===== config.mk =====
export PLATFORM = sky130hd
export DESIGN_NAME = pin_event_irq
export DESIGN_NICKNAME = d
export VERILOG_FILES = /design/src/rtl/pin_event_pkg.sv /design/src/rtl/pin_event_regs.sv /design/src/rtl/pin_event_cell.sv /design/src/rtl/pin_event_out.sv /design/src/rtl/pin_event_irq.sv
export SDC_FILE = /design/constraint.sdc
export NUM_CORES = 1
export LEC_CHECK = 0
export BUFFER_PORTS_ARGS = -buffer_cell sky130_fd_sc_hd__buf_2
export CORE_MARGIN = 4
export CORE_UTILIZATION = 54
export CTS_BUF_LIST = sky130_fd_sc_hd__clkbuf_4 sky130_fd_sc_hd__clkbuf_8 sky130_fd_sc_hd__clkbuf_16
export DETAILED_ROUTE_END_ITERATION = 8
export PLACE_DENSITY = 0.79
export RECOVER_POWER = 50
export REMOVE_ABC_BUFFERS = 1
export SYNTH_ARGS = -nofsm -noshare
export SYNTH_HDL_FRONTEND = slang
export SYNTH_SLANG_ARGS = --single-unit

===== constraint.sdc =====
create_clock -name clk -period 1.3 [get_ports clk]
set_input_delay 0.065 -clock clk [delete_from_list [all_inputs] [get_ports clk]]
set_output_delay 0.065 -clock clk [all_outputs]
set_load 0.005 [all_outputs]

===== src/rtl/pin_event_pkg.sv =====
package pin_event_pkg;

  // write addresses of the register bus
  typedef enum logic [1:0] {
    ADR_TYPE   = 2'd0,
    ADR_ENA    = 2'd1,
    ADR_ENA_MS = 2'd2,
    ADR_CLEAR  = 2'd3
  } reg_addr_e;

  // trigger modes decoded per pin
  typedef enum logic [2:0] {
    TRG_LVL_LO = 3'd0,
    TRG_LVL_HI = 3'd1,
    TRG_RISE   = 3'd2,
    TRG_FALL   = 3'd3,
    TRG_ANY    = 3'd4
  } trig_mode_e;

  // {any, edge, polarity} to mode; level with any-edge set stays level
  function automatic trig_mode_e decode_mode(input logic any_b,
                                             input logic edge_b,
                                             input logic pol_b);
    trig_mode_e m;
    if (!edge_b)      m = pol_b ? TRG_LVL_HI : TRG_LVL_LO;
    else if (any_b)   m = TRG_ANY;
    else              m = pol_b ? TRG_RISE : TRG_FALL;
    return m;
  endfunction

endpackage


===== src/rtl/pin_event_regs.sv =====
module pin_event_regs
  import pin_event_pkg::*;
#(
  parameter int NPIN = 8
) (
  input  logic              clk,
  input  logic              rst,
  input  logic              wr_en,
  input  logic [1:0]        wr_addr,
  input  logic [3*NPIN-1:0] wr_data,
  output logic [NPIN-1:0]   pol_q,
  output logic [NPIN-1:0]   edge_q,
  output logic [NPIN-1:0]   any_q,
  output logic [NPIN-1:0]   enable_q,
  output logic [NPIN-1:0]   clr_vec
);

  localparam int EDGE_LO = NPIN;
  localparam int ANY_LO  = 2 * NPIN;

  logic hit_type, hit_ena, hit_ms, hit_clr;
  logic [NPIN-1:0] ms_mask, ms_val, ena_next;

  always_comb begin
    hit_type = wr_en && (wr_addr == ADR_TYPE);
    hit_ena  = wr_en && (wr_addr == ADR_ENA);
    hit_ms   = wr_en && (wr_addr == ADR_ENA_MS);
    hit_clr  = wr_en && (wr_addr == ADR_CLEAR);
    ms_mask  = wr_data[EDGE_LO +: NPIN];
    ms_val   = wr_data[0 +: NPIN];
  end

  always_comb begin
    ena_next = enable_q;
    if (hit_ena)     ena_next = wr_data[0 +: NPIN];
    else if (hit_ms) ena_next = (enable_q & ~ms_mask) | (ms_val & ms_mask);
  end

  // clear strobe is a one-cycle pulse straight from the bus
  always_comb clr_vec = hit_clr ? wr_data[0 +: NPIN] : '0;

  always_ff @(posedge clk) begin
    if (rst) begin
      pol_q    <= '0;
      edge_q   <= '0;
      any_q    <= '0;
      enable_q <= '0;
    end else begin
      if (hit_type) begin
        pol_q  <= wr_data[0       +: NPIN];
        edge_q <= wr_data[EDGE_LO +: NPIN];
        any_q  <= wr_data[ANY_LO  +: NPIN];
      end
      enable_q <= ena_next;
    end
  end

endmodule


===== src/rtl/pin_event_cell.sv =====
module pin_event_cell
  import pin_event_pkg::*;
(
  input  logic clk,
  input  logic rst,
  input  logic pin,
  input  logic pol,
  input  logic edge_sel,
  input  logic any_sel,
  input  logic clr,
  output logic status
);

  logic       prev_q;
  logic       rise, fall, hit;
  logic       status_d;
  trig_mode_e mode;

  // previous sample, kept running during reset
  always_ff @(posedge clk) prev_q <= pin;

  always_comb begin
    rise = pin & ~prev_q;
    fall = ~pin & prev_q;
    mode = decode_mode(any_sel, edge_sel, pol);
    hit  = 1'b0;
    unique case (mode)
      TRG_RISE:   hit = rise;
      TRG_FALL:   hit = fall;
      TRG_ANY:    hit = rise | fall;
      TRG_LVL_HI: hit = pin;
      TRG_LVL_LO: hit = ~pin;
      default:    hit = 1'b0;
    endcase
  end

  always_comb begin
    if (!edge_sel) status_d = hit;                 // level follows pin
    else           status_d = (status & ~clr) | hit; // new edge beats clear
  end

  always_ff @(posedge clk) begin
    if (rst) status <= 1'b0;
    else     status <= status_d;
  end

endmodule


===== src/rtl/pin_event_out.sv =====
module pin_event_out #(
  parameter int NPIN = 8
) (
  input  logic            clk,
  input  logic            rst,
  input  logic [NPIN-1:0] status,
  input  logic [NPIN-1:0] enable,
  output logic [NPIN-1:0] pend_q,
  output logic            irq_q
);

  logic [NPIN-1:0] pend_d;

  always_comb pend_d = status & enable;

  always_ff @(posedge clk) begin
    if (rst) begin
      pend_q <= '0;
      irq_q  <= 1'b0;
    end else begin
      pend_q <= pend_d;
      irq_q  <= |pend_d;
    end
  end

endmodule


===== src/rtl/pin_event_irq.sv =====
module pin_event_irq
  import pin_event_pkg::*;
#(
  parameter int NPIN = 8
) (
  input  logic              clk,
  input  logic              rst,
  input  logic [NPIN-1:0]   pin_i,
  input  logic              wr_en,
  input  logic [1:0]        wr_addr,
  input  logic [3*NPIN-1:0] wr_data,
  output logic [NPIN-1:0]   status_o,
  output logic [NPIN-1:0]   pend_o,
  output logic              irq_o
);

  logic [NPIN-1:0] pol, edge_sel, any_sel, enable, clr_vec;
  logic [NPIN-1:0] status;

  pin_event_regs #(.NPIN(NPIN)) u_regs (
    .clk      (clk),
    .rst      (rst),
    .wr_en    (wr_en),
    .wr_addr  (wr_addr),
    .wr_data  (wr_data),
    .pol_q    (pol),
    .edge_q   (edge_sel),
    .any_q    (any_sel),
    .enable_q (enable),
    .clr_vec  (clr_vec)
  );

  for (genvar n = 0; n < NPIN; n++) begin : g_cell
    pin_event_cell u_cell (
      .clk      (clk),
      .rst      (rst),
      .pin      (pin_i[n]),
      .pol      (pol[n]),
      .edge_sel (edge_sel[n]),
      .any_sel  (any_sel[n]),
      .clr      (clr_vec[n]),
      .status   (status[n])
    );
  end

  pin_event_out #(.NPIN(NPIN)) u_out (
    .clk    (clk),
    .rst    (rst),
    .status (status),
    .enable (enable),
    .pend_q (pend_o),
    .irq_q  (irq_o)
  );

  assign status_o = status;

endmodule


==> results of run 1 <==
==> placed cells by master (no fill, tap or decap), types with 2 or more instances in the layout <==
cell | Yosys | layout
a21boi_1 | 8 | 8
nor2_1 | 16 | 16
dlymetal6s4s_1 | 0 | 3
o21ai_2 | 0 | 2
a21oi_1 | 24 | 24
nand2_1 | 73 | 73
buf_4 | 10 | 9
dlygate4sd3_1 | 0 | 28
nand3b_1 | 8 | 8
o21ai_0 | 6 | 2
mux2i_1 | 8 | 8
clkbuf_8 | 0 | 12
mux2_1 | 8 | 8
buf_2 | 4 | 47
inv_1 | 16 | 16
xnor2_1 | 8 | 8
dfxtp_1 | 57 | 57
nand2b_1 | 17 | 17
clkbuf_1 | 5 | 3
o21ai_1 | 10 | 12
buf_12 | 0 | 2
a311oi_1 | 8 | 8
ha_1 | 16 | 16
==> final cells by class <==
class,instances,area [um^2]
Multi-Input combinational cell,215,1330
Fill cell,380,1280
Sequential cell,57,1140
Timing Repair Buffer,93,683
Clock buffer,13,173
Tap cell,67,83.8
Inverter,16,60.1
==> power groups by stage <==
stage	registers (uW)	logic, uW	clock network (uW)
2_1_floorplan	1900	202	0
3_3_place_gp	1910	398	0
3_5_place_dp	1910	412	0
4_1_cts	1870	484	1490
5_1_grt	1880	556	1570
6_report	1870	494	1460
==> synthesized netlist by cell type (all sizes together) <==
cell,instances,share of area [%]
mux2,8,3.4
dfxtp,57,43
nand2b,17,4.0
a21oi,24,4.5
inv,16,2.2
buf,18,5.0
mux2i,8,3.0
ha,16,7.5
nand2,73,10
o21ai,16,3.0
a311oi,8,2.6
or3b,1,0.33
a21boi,8,2.2
and2,1,0.23
nor2,16,2.2
nand3b,8,2.2
clkbuf,5,0.70
a41oi,1,0.33
and4,1,0.33
xnor2,8,2.6
nor3b,1,0.70
==> metal layers <==
metal	global-route usage, %	up-vias	wire, um
li1	-	1174	-
met1	24.4	1073	2620
met2	31.8	56	2780
met3	5.28	6	285
met4	7.87	0	76
met5	0	-	0
==> path summary, 6_finish.rpt <==
check	from	endpoint	slack, ns	cells past startpoint
max reg2reg	g_cell[2].u_cell.prev_q	g_cell[2].u_cell.status	0.06	5
max	pin_i[6]	g_cell[6].u_cell.status	0.03	7
min	wr_data[2]	u_regs.pol_q[2]	0.02	3
min reg2reg	flop	u_out.pend_q[2]	0.46	2
==> kinds of logic (layout without fill, tap and decap cells) <==
| family | after synthesis | after routing | share of synthesized area [%] |
|---|---|---|---|
| compound gates | 57 | 57 | 12.7 |
| xor+xnor | 8 | 8 | 2.62 |
| fa+ha+maj | 16 | 16 | 7.48 |
| buf+inv | 39 | 122 | 7.90 |
| flops | 57 | 57 | 42.7 |
| mux | 16 | 16 | 6.36 |
| simple gates | 118 | 118 | 20.3 |
==> worst register-to-register path, delay by kind of cell, from the launching register on <==
family / cells / cell delay (ns)
AOI/OAI and AO/OA: 2 / 0.30
DFF: 1 / 0.32
muxes: 1 / 0.28
buffers and inverters: 1 / 0.04
adders and majority gates: 1 / 0.16
==> through the flow <==
stage / total power (uW) / setup WS, ns / hold slack [ns] / utilization, %
final: 3830 / 0.0324 / 0.0235 / 73.0
after detailed placement: 2320 / 0.0410 / 0.226 / 62.2
after CTS: 3850 / 0.0330 / 0.00341 / 72.4
after global placement: 2300 / 0.135 / 0.224 / 62.2
after global routing: 4000 / -0.0250 / 0.0326 / 73.0
after floorplan: 2100 / 0.176 / 0.0927 / -
==> what timing repair did <==
item,in CTS,in global routing
buffers inserted,0,1
setup endpoints to repair,0,6
hold endpoints to repair,31,0
resized for setup,0,18
hold buffers,31,0
==> summary.txt, run 1 <==
Setup path
  • CP required: 1.51 ns
  • CP bufs+invs: 3
  • Setup crit end kind: flop
  • Crit path max fanout: 4
  • Crit-path slowest cell: dlygate4sd3_1
  • Worst path max stage delay: 0.56 ns
  • Critical-path cell list: dlygate4sd3_1 -> buf_6 -> inv_1 -> ha_1 -> mux2_1 -> o21ai_1 -> a311oi_1
  • Cell family with most CP delay: buffers and inverters
  • Crit Path Category: input port to flop
  • CP startpoint kind: input port
  • Worst EP arrival: between 1 and 1.5 ns

Route
  • First drt pass iteration count: 4
  • DRT Wirelength: 5760 um
  • Vias: 2309
  • ANT nets after route: 0
  • Drt initial violations: 161
  • DRC Markers: 0
  • WL/cell: 12.5 um
  • Drt via density: 5.01

Global routing
  • Initial antenna violation count: 0
  • Total GRT Usage: roughly 20%
  • Vias in the first global route: 2137
  • First-pass GRT wire length: 9450 um
  • Grt ovf: 0
  • Largest net degree at the start of global routing: 58

Synth
  • Post-Syn Instances: approximately 310
  • Seq cells post-synth: 57
  • Mapped cell area: 2680 um^2
  • Yosys warning total: 0
  • Register area share after synthesis: roughly 43%
  • Avg Cell Area, Syn: ~8.6 um^2
  • Post-synth cell types: 25

STA
  • # setup viols final: 0
  • Tcrit/Tclk final: 97.5%
  • Setup TNS: 0 ns
  • Worst-Margin Slew: 0.355 ns
  • Slew Limit Fails: 0
  • Tmin final: 1.27 ns
  • Final hold vios: 0
  • Fmax: 0.789 GHz
  • Final Skew: 0.00399 ns
  • Worst rel slew slack: 76.3%

Placed design
  • GPL Wtd Cong: 0.771
  • Buffers added on ports: 53
  • DP Cell Count: around 420
  • Detailed Place HPWL: 3840 um
  • Post-DP Area: roughly 3000 um^2

Clock network
  • Worst skew pair latency: 0.33 ns
  • TritonCTS clock tree: built
  • Total clock sinks: 57
  • CTS Root Cell: clkbuf_8
  • Clk slew on worst S/H paths: 0.06 ns
  • H-tree Lvls: 3
  • CTS buffer count: 9
  • Max Buffers Root-to-Sink: 2

Layout
  • Finished Layout Cells: 461
  • Post-layout instance area: about 3500 um^2
  • Layout cells sized above 1: 19.0%
  • Final net count: 445
  • N_diodes: 0
  • Synthesis-to-finish area growth: 29.7%

Power
  • Pwr dens: 1100 nW/um^2
  • Standby leakage power: between 0.0015 and 0.002 uW
  • Power Internal: 2920 uW
  • Combinational Power Share: 12.9%
  • Sw Ratio: around a quarter
  • Max VDD drop: 594 uV
  • Seq pwr share: between 40% and 50%
  • Net load switching power: 900 uW
  • Clk pwr share: a little under two fifths

Die
  • Die Footprint: 6140 um^2
  • Die Ht: 78.4 um
  • Initial core utilization: around 56%
  • Core Area: 4750 um^2
  • # IOs: 54
  • DIE WIDTH: 78.4 um
  • Num rows: 25

Outcome
  • Status: complete, no violations

Min path
  • Worst Hold Class: input port to flop

Flow run
  • MaxCap Viol Count: 0
Power figures use the tool's default switching activity.
==> run 2, diff against run 1 <==
--- a/config.mk
+++ b/config.mk
@@ -6,10 +6,12 @@
 export NUM_CORES = 1
 export LEC_CHECK = 0
 export BUFFER_PORTS_ARGS = -buffer_cell sky130_fd_sc_hd__buf_2
+export CORE_ASPECT_RATIO = 1.1
 export CORE_MARGIN = 4
 export CORE_UTILIZATION = 54
 export CTS_BUF_LIST = sky130_fd_sc_hd__clkbuf_4 sky130_fd_sc_hd__clkbuf_8 sky130_fd_sc_hd__clkbuf_16
 export DETAILED_ROUTE_END_ITERATION = 8
+export GPL_TIMING_DRIVEN = 0
 export PLACE_DENSITY = 0.79
 export RECOVER_POWER = 50
 export REMOVE_ABC_BUFFERS = 1
==> run 2 against run 1 <==
Clock power increased by 8%. Wire length up 0.90%. Sequential power is essentially flat. Total power rose by 2.1%. Largest power group unchanged. Critical path depth fell by 2. Fmax increased by 2.0%. Worst hold slack got worse by 0.0075 ns. Largest cell class unchanged. Flip-flop and latch count unchanged. Global-route usage is 0.72 points higher. Worst setup slack better by 0.025 ns.
==> summary.txt, run 2 (synthesis gave the netlist of run 1 again) <==
Flow run
  • MaxCap Viol Count: 0 (unchanged)

Route
  • Drt initial violations: 163 (was 161)
  • DRC Markers: 0 (unchanged)
  • WL/cell: 13.1 um (was 12.5 um)
  • Vias: 2268 (was 2309)
  • DRT Wirelength: 5810 um (was 5760 um)
  • Drt via density: 5.10 (was 5.01)
  • ANT nets after route: 0 (unchanged)
  • First drt pass iteration count: 4 (unchanged)

Setup path
  • Crit Reg-Reg Startpoint: g_cell[2].u_cell.prev_q (unchanged)
  • R2R cell count: 5 (unchanged)
  • Flop2flop setup slack: 0.06 ns (about the same)
  • Worst EP arrival: 1.41 ns (was 1.48 ns)
  • CP startpoint kind: flop (was input port)
  • Crit Path Category: flop to flop (was input port to flop)
  • Worst r2r dst: g_cell[2].u_cell.status (unchanged)
  • Setup crit end kind: flop (unchanged)
  • Worst Setup EP: g_cell[2].u_cell.status (was g_cell[6].u_cell.status)
  • Crit path launch: g_cell[2].u_cell.prev_q (was pin_i[6])
  • CP required: 1.47 ns (was 1.51 ns)
  • Crit path max fanout: 2 (was 4)

Clock network
  • CTS buffer count: 9 (unchanged)
  • H-tree Lvls: 3 (unchanged)
  • Clk slew on worst S/H paths: 0.06 ns (about the same)
  • Max Buffers Root-to-Sink: 2 (unchanged)
  • Post-CTS Setup Repair Bufs: 0 (unchanged)
  • CTS Root Cell: clkbuf_8 (unchanged)
  • TritonCTS clock tree: built (unchanged)
  • Total clock sinks: 57 (unchanged)
  • Worst skew pair latency: 0.33 ns (about the same)

Placed design
  • Detailed Place HPWL: 3640 um (was 3840 um)
  • GPL Wtd Cong: 0.762 (was 0.771)
  • DP Cell Count: 397 (was 416)
  • Post-DP Area: 2860 um^2 (was 2960 um^2)
  • Buffers added on ports: 53 (unchanged)

Global routing
  • Vias in the first global route: 2223 (was 2137)
  • First-pass GRT wire length: 9450 um (about the same)
  • Total GRT Usage: 20.2% (was 19.5%)
  • Grt ovf: 0 (unchanged)
  • Met3 Use GR: 4.04% (was 5.28%)
  • Grt met2 use: 35.0% (was 31.8%)
  • Initial antenna violation count: 0 (unchanged)
  • GRT busiest layer: met2 (unchanged)
  • M1 GR Usage: 23.1% (was 24.4%)
  • Largest net degree at the start of global routing: 58 (unchanged)

STA
  • Tcrit/Tclk final: 95.6% (was 97.5%)
  • Tmin final: 1.24 ns (was 1.27 ns)
  • Worst rel slew slack: 35.4% (was 76.3%)
  • Slew Limit Fails: 0 (unchanged)
  • Fmax: 0.805 GHz (was 0.789 GHz)
  • Unrepaired setup endpoints after global routing: yes
  • Final Skew: 0.00615 ns (was 0.00399 ns)
  • Worst-Margin Slew: 0.964 ns (was 0.355 ns)
  • # setup viols final: 0 (unchanged)
  • Final hold vios: 0 (unchanged)

Power
  • Pwr dens: 1160 nW/um^2 (was 1100 nW/um^2)
  • Standby leakage power: 0.00141 uW (was 0.00151 uW)
  • Max VDD drop: 772 uV (was 594 uV)

Layout
  • Post-layout instance area: 3370 um^2 (was 3470 um^2)
  • Most frequent cells in the layout: 73 x nand2_1, 56 x dfxtp_1, 36 x buf_2 (was 73 x nand2_1, 57 x dfxtp_1, 47 x buf_2)
  • Fill cell count: 383 (was 380)
  • N_diodes: 0 (unchanged)
  • Commonest non-fill, non-tap cell in the layout: nand2_1 (unchanged)
  • Layout cells sized above 1: 14.9% (was 19.0%)
  • Finished Layout Cells: 445 (was 461)
  • Final net count: 437 (was 445)
  • Synthesis-to-finish area growth: 26.0% (was 29.7%)

Die
  • Die Footprint: 6150 um^2 (was 6140 um^2)
  • Initial core utilization: 56.7% (was 56.3%)
  • # IOs: 54 (unchanged)
  • Die Ht: 81.8 um (was 78.4 um)
  • Num rows: 26 (was 25)
  • DIE WIDTH: 75.1 um (was 78.4 um)
  • Core Area: 4720 um^2 (was 4750 um^2)

Outcome
  • Status: complete, no violations (unchanged)

Min path
  • Worst Hold Class: input port to flop (unchanged)
==> run 2: worst min path at each step <==
stage	slack, ns	endpoint	startpoint	depth (start not counted)
after floorplan	0.09	g_cell[0].u_cell.prev_q	pin_i[0]	0
after global placement	0.22	g_cell[6].u_cell.prev_q	pin_i[6]	1
after detailed placement	0.23	g_cell[6].u_cell.prev_q	pin_i[6]	1
after CTS	0.001	u_regs.pol_q[7]	wr_data[7]	3
after global routing	0.03	u_regs.pol_q[7]	wr_data[7]	3
final	0.02	u_regs.pol_q[7]	wr_data[7]	3
==> run 2: area by class of cell <==
| cell class | count | area, um^2 | area share (%) |
|---|---|---|---|
| clock inverter | 2 | 10.0 | 0.297 |
| inverter | 16 | 60.1 | 1.78 |
| sequential | 57 | 1140 | 33.9 |
| multi-input combinational | 216 | 1340 | 39.8 |
| tap | 56 | 70.1 | 2.08 |
| timing repair buffer | 84 | 559 | 16.6 |
| clock buffer | 14 | 186 | 5.53 |
==> run 2: timing repair <==
item | 4_1_cts | 5_1_grt
resized for setup | 0 | 15
hold endpoints to repair | 31 | 0
setup endpoints to repair | 0 | 32
hold buffers | 31 | 0
==> run 2: stage by stage <==
stage | utilization [%] | hold slack (ns) | setup slack (ns) | total power [uW] | TNS (ns)
floorplan | - | 0.0927 | 0.176 | 2100 | 0
global placement | 60.6 | 0.221 | -0.248 | 2280 | -5.77
detailed placement | 60.6 | 0.227 | -0.280 | 2300 | -6.36
CTS | 71.4 | 0.00122 | 0.000586 | 3930 | 0
global route | 71.5 | 0.0311 | -0.0242 | 4070 | -0.0242
finish | 71.5 | 0.0160 | 0.0570 | 3900 | 0
==> run 2: layer usage <==
layer	up-vias	wire, um
met5	-	0
met4	0	77
met3	7	304
met2	54	2850
met1	1044	2590
li1	1163	-
==> run 2: worst max-delay path, stage by stage (launching register included) <==
cell and delay [ns]:
dfxtp_1 0.32, inv_1 0.04, ha_1 0.17, mux2_1 0.30, o21ai_1 0.14, a311oi_1 0.11
==> run 2: power by group <==
part	switching [uW]	internal [uW]
registers	50.2	1820
clock network	654	915
logic	228	236
total	931	2970
==> run 3, diff against run 2 <==
--- a/config.mk
+++ b/config.mk
@@ -7,14 +7,14 @@
 export LEC_CHECK = 0
 export BUFFER_PORTS_ARGS = -buffer_cell sky130_fd_sc_hd__buf_2
 export CORE_ASPECT_RATIO = 1.1
-export CORE_MARGIN = 4
-export CORE_UTILIZATION = 54
+export CORE_MARGIN = 3
+export CORE_UTILIZATION = 35
 export CTS_BUF_LIST = sky130_fd_sc_hd__clkbuf_4 sky130_fd_sc_hd__clkbuf_8 sky130_fd_sc_hd__clkbuf_16
 export DETAILED_ROUTE_END_ITERATION = 8
 export GPL_TIMING_DRIVEN = 0
-export PLACE_DENSITY = 0.79
 export RECOVER_POWER = 50
 export REMOVE_ABC_BUFFERS = 1
 export SYNTH_ARGS = -nofsm -noshare
 export SYNTH_HDL_FRONTEND = slang
 export SYNTH_SLANG_ARGS = --single-unit
+export TNS_END_PERCENT = 1
==> run 3 against run 2 <==
Via count barely moved. Critical path depth is 1 higher. Largest power group is now the clock network. Fmax shrank 2.5%. Final cell count increased by 6.7%. First-iteration DRC count fell by 65%. Global-route usage fell by 5.7 points. Critical endpoint is now g_cell[6].u_cell.status. Utilization decreased by 23 points. Largest cell class unchanged. Register-to-register slack about the same.
==> summary.txt, run 3 (synthesis gave the netlist of run 1 again) <==
Outcome
  • Status: complete, no violations (unchanged)

Layout
  • Synthesis-to-finish area growth: 30.4% (was 26.0%)
  • Commonest non-fill, non-tap cell in the layout: nand2_1 (unchanged)
  • N_diodes: 0 (unchanged)
  • Most frequent cells in the layout: 73 x nand2_1, 54 x dfxtp_1, 46 x buf_2 (was 73 x nand2_1, 56 x dfxtp_1, 36 x buf_2)
  • Fill cell count: 722 (was 383)
  • Layout Utilization: 48.4% (was 71.5%)
  • Final net count: 438 (was 437)
  • Layout cells sized above 1: 18.5% (was 14.9%)

Setup path
  • CP required: 1.48 ns (was 1.47 ns)
  • Setup crit end kind: flop (unchanged)
  • Critical-path cell list: dlygate4sd3_1 -> buf_4 -> ha_1 -> mux2_1 -> o21ai_1 -> a311oi_1 (was inv_1 -> ha_1 -> mux2_1 -> o21ai_1 -> a311oi_1)
  • CP startpoint kind: input port (was flop)
  • Crit-path slowest cell: dlygate4sd3_1 (was dfxtp_1)
  • Worst path max stage delay: 0.53 ns (was 0.32 ns)
  • Crit path max fanout: 4 (was 2)
  • Crit Path Category: input port to flop (was flop to flop)
  • Worst EP arrival: 1.45 ns (was 1.41 ns)

STA
  • Worst rel slew slack: 37.1% (was 35.4%)
  • Final Skew: 0.00749 ns (was 0.00615 ns)
  • Unrepaired setup endpoints after global routing: yes (unchanged)
  • Tcrit/Tclk final: 98.1% (was 95.6%)
  • Tmin final: 1.28 ns (was 1.24 ns)
  • Final hold vios: 0 (unchanged)
  • Setup TNS: 0 ns (unchanged)
  • Slew Limit Fails: 0 (unchanged)
  • # setup viols final: 0 (unchanged)
  • Worst-Margin Slew: 0.943 ns (was 0.964 ns)
  • Fmax: 0.784 GHz (was 0.805 GHz)
  • Min setup slack post-route: 0.0248 ns (was 0.0570 ns)

Placed design
  • GPL Wtd Cong: 0.724 (was 0.762)
  • Buffers added on ports: 53 (unchanged)
  • Detailed Place HPWL: 3870 um (was 3640 um)
  • Dpl ws: -0.319 ns (was -0.280 ns)

Clock network
  • Worst skew pair latency: 0.34 ns (was 0.33 ns)
  • Max Buffers Root-to-Sink: 2 (unchanged)
  • H-tree Lvls: 3 (unchanged)
  • CTS buffer count: 9 (unchanged)
  • CTS Root Cell: clkbuf_8 (unchanged)
  • Clk slew on worst S/H paths: 0.07 ns (was 0.06 ns)
  • Total clock sinks: 57 (unchanged)
  • TritonCTS clock tree: built (unchanged)

Global routing
  • Total GRT Usage: 14.5% (was 20.2%)
  • Initial antenna violation count: 0 (unchanged)
  • Vias in the first global route: 2160 (was 2223)
  • Largest net degree at the start of global routing: 58 (unchanged)
  • Grt ovf: 0 (unchanged)
  • First-pass GRT wire length: 9890 um (was 9450 um)

Route
  • ANT nets after route: 0 (unchanged)
  • First drt pass iteration count: 4 (unchanged)
  • DRT Wirelength: 6120 um (was 5810 um)
  • Drt via density: 4.78 (was 5.10)
  • Vias: 2269 (was 2268)
  • WL/cell: 12.9 um (was 13.1 um)
  • DRC Markers: 0 (unchanged)
  • Drt initial violations: 57 (was 163)

Die
  • Die Ht: 97.7 um (was 81.8 um)
  • DIE WIDTH: 89.4 um (was 75.1 um)
  • Num rows: 32 (was 26)
  • Core Area: 7210 um^2 (was 4720 um^2)
  • Initial core utilization: 37.1% (was 56.7%)
  • # IOs: 54 (unchanged)
  • Die Footprint: 8730 um^2 (was 6150 um^2)

Min path
  • Worst Hold Class: input port to flop (unchanged)

Power
  • Pwr dens: 1250 nW/um^2 (was 1160 nW/um^2)
  • Max VDD drop: 847 uV (was 772 uV)
  • Standby leakage power: 0.00147 uW (was 0.00141 uW)

Flow run
  • MaxCap Viol Count: 0 (unchanged)
[run 3: final timing paths]
kind | cells past startpoint | to | slack [ns] | start
max | 6 | g_cell[6].u_cell.status | 0.02 | pin_i[6]
min | 4 | g_cell[4].u_cell.status | 0.09 | pin_i[4]
max reg2reg | 5 | g_cell[3].u_cell.status | 0.06 | g_cell[3].u_cell.prev_q
min reg2reg | 2 | u_out.pend_q[3] | 0.45 | flop
[run 3: where the power goes]
part           total [uW]  internal (uW)  switching, uW
registers            1870           1820           48.9
clock network        2020           1310            709
logic                 476            244            232
[run 3: repair_timing]
| action | 4_1_cts | 5_1_grt |
|---|---|---|
| endpoints found under the setup margin | 0 | 32 |
| setup buffers | 0 | 0 |
| resized for setup | 0 | 15 |
| hold endpoints to repair | 34 | 0 |
| hold buffers | 32 | 0 |
[run 3: layout make-up]
cell class,instances,area (um^2),share of cell area [%]
Tap cell,85,106,3.05
Multi-Input combinational cell,216,1350,38.7
Clock buffer,10,138,3.95
Timing Repair Buffer,85,584,16.8
Sequential cell,57,1140,32.8
Inverter,16,60.1,1.72
Clock inverter,6,105,3.01
[run 3: worst max-delay path, delay by kind of cell]
kind                     cells  cell delay, ns
adder cells (fa/ha/maj)      1            0.19
AO/OA/AOI/OAI                2            0.23
multiplexers                 1            0.29
buffers and inverters        2            0.68
[run 3: routing by layer]
metal	vias to the layer above	wire length [um]	GRT usage, %
met5	-	0	0
met4	0	39	3.44
met3	5	319	5.51
met2	57	2840	22.9
met1	1041	2920	18.6
li1	1166	-	-
[run 3: through the flow]
| step | total power, uW | instances | instance area, um^2 | hold slack, ns |
|---|---|---|---|---|
| floorplan | 2100 | 288 | 2520 | 0.0927 |
| global placement | 2290 | 426 | 2900 | 0.221 |
| detailed placement | 2300 | 426 | 2900 | 0.224 |
| CTS | 4420 | 474 | 3460 | 0.0693 |
| global route | 4570 | 475 | 3490 | 0.166 |
| finish | 4370 | 475 | 3490 | 0.0939 |
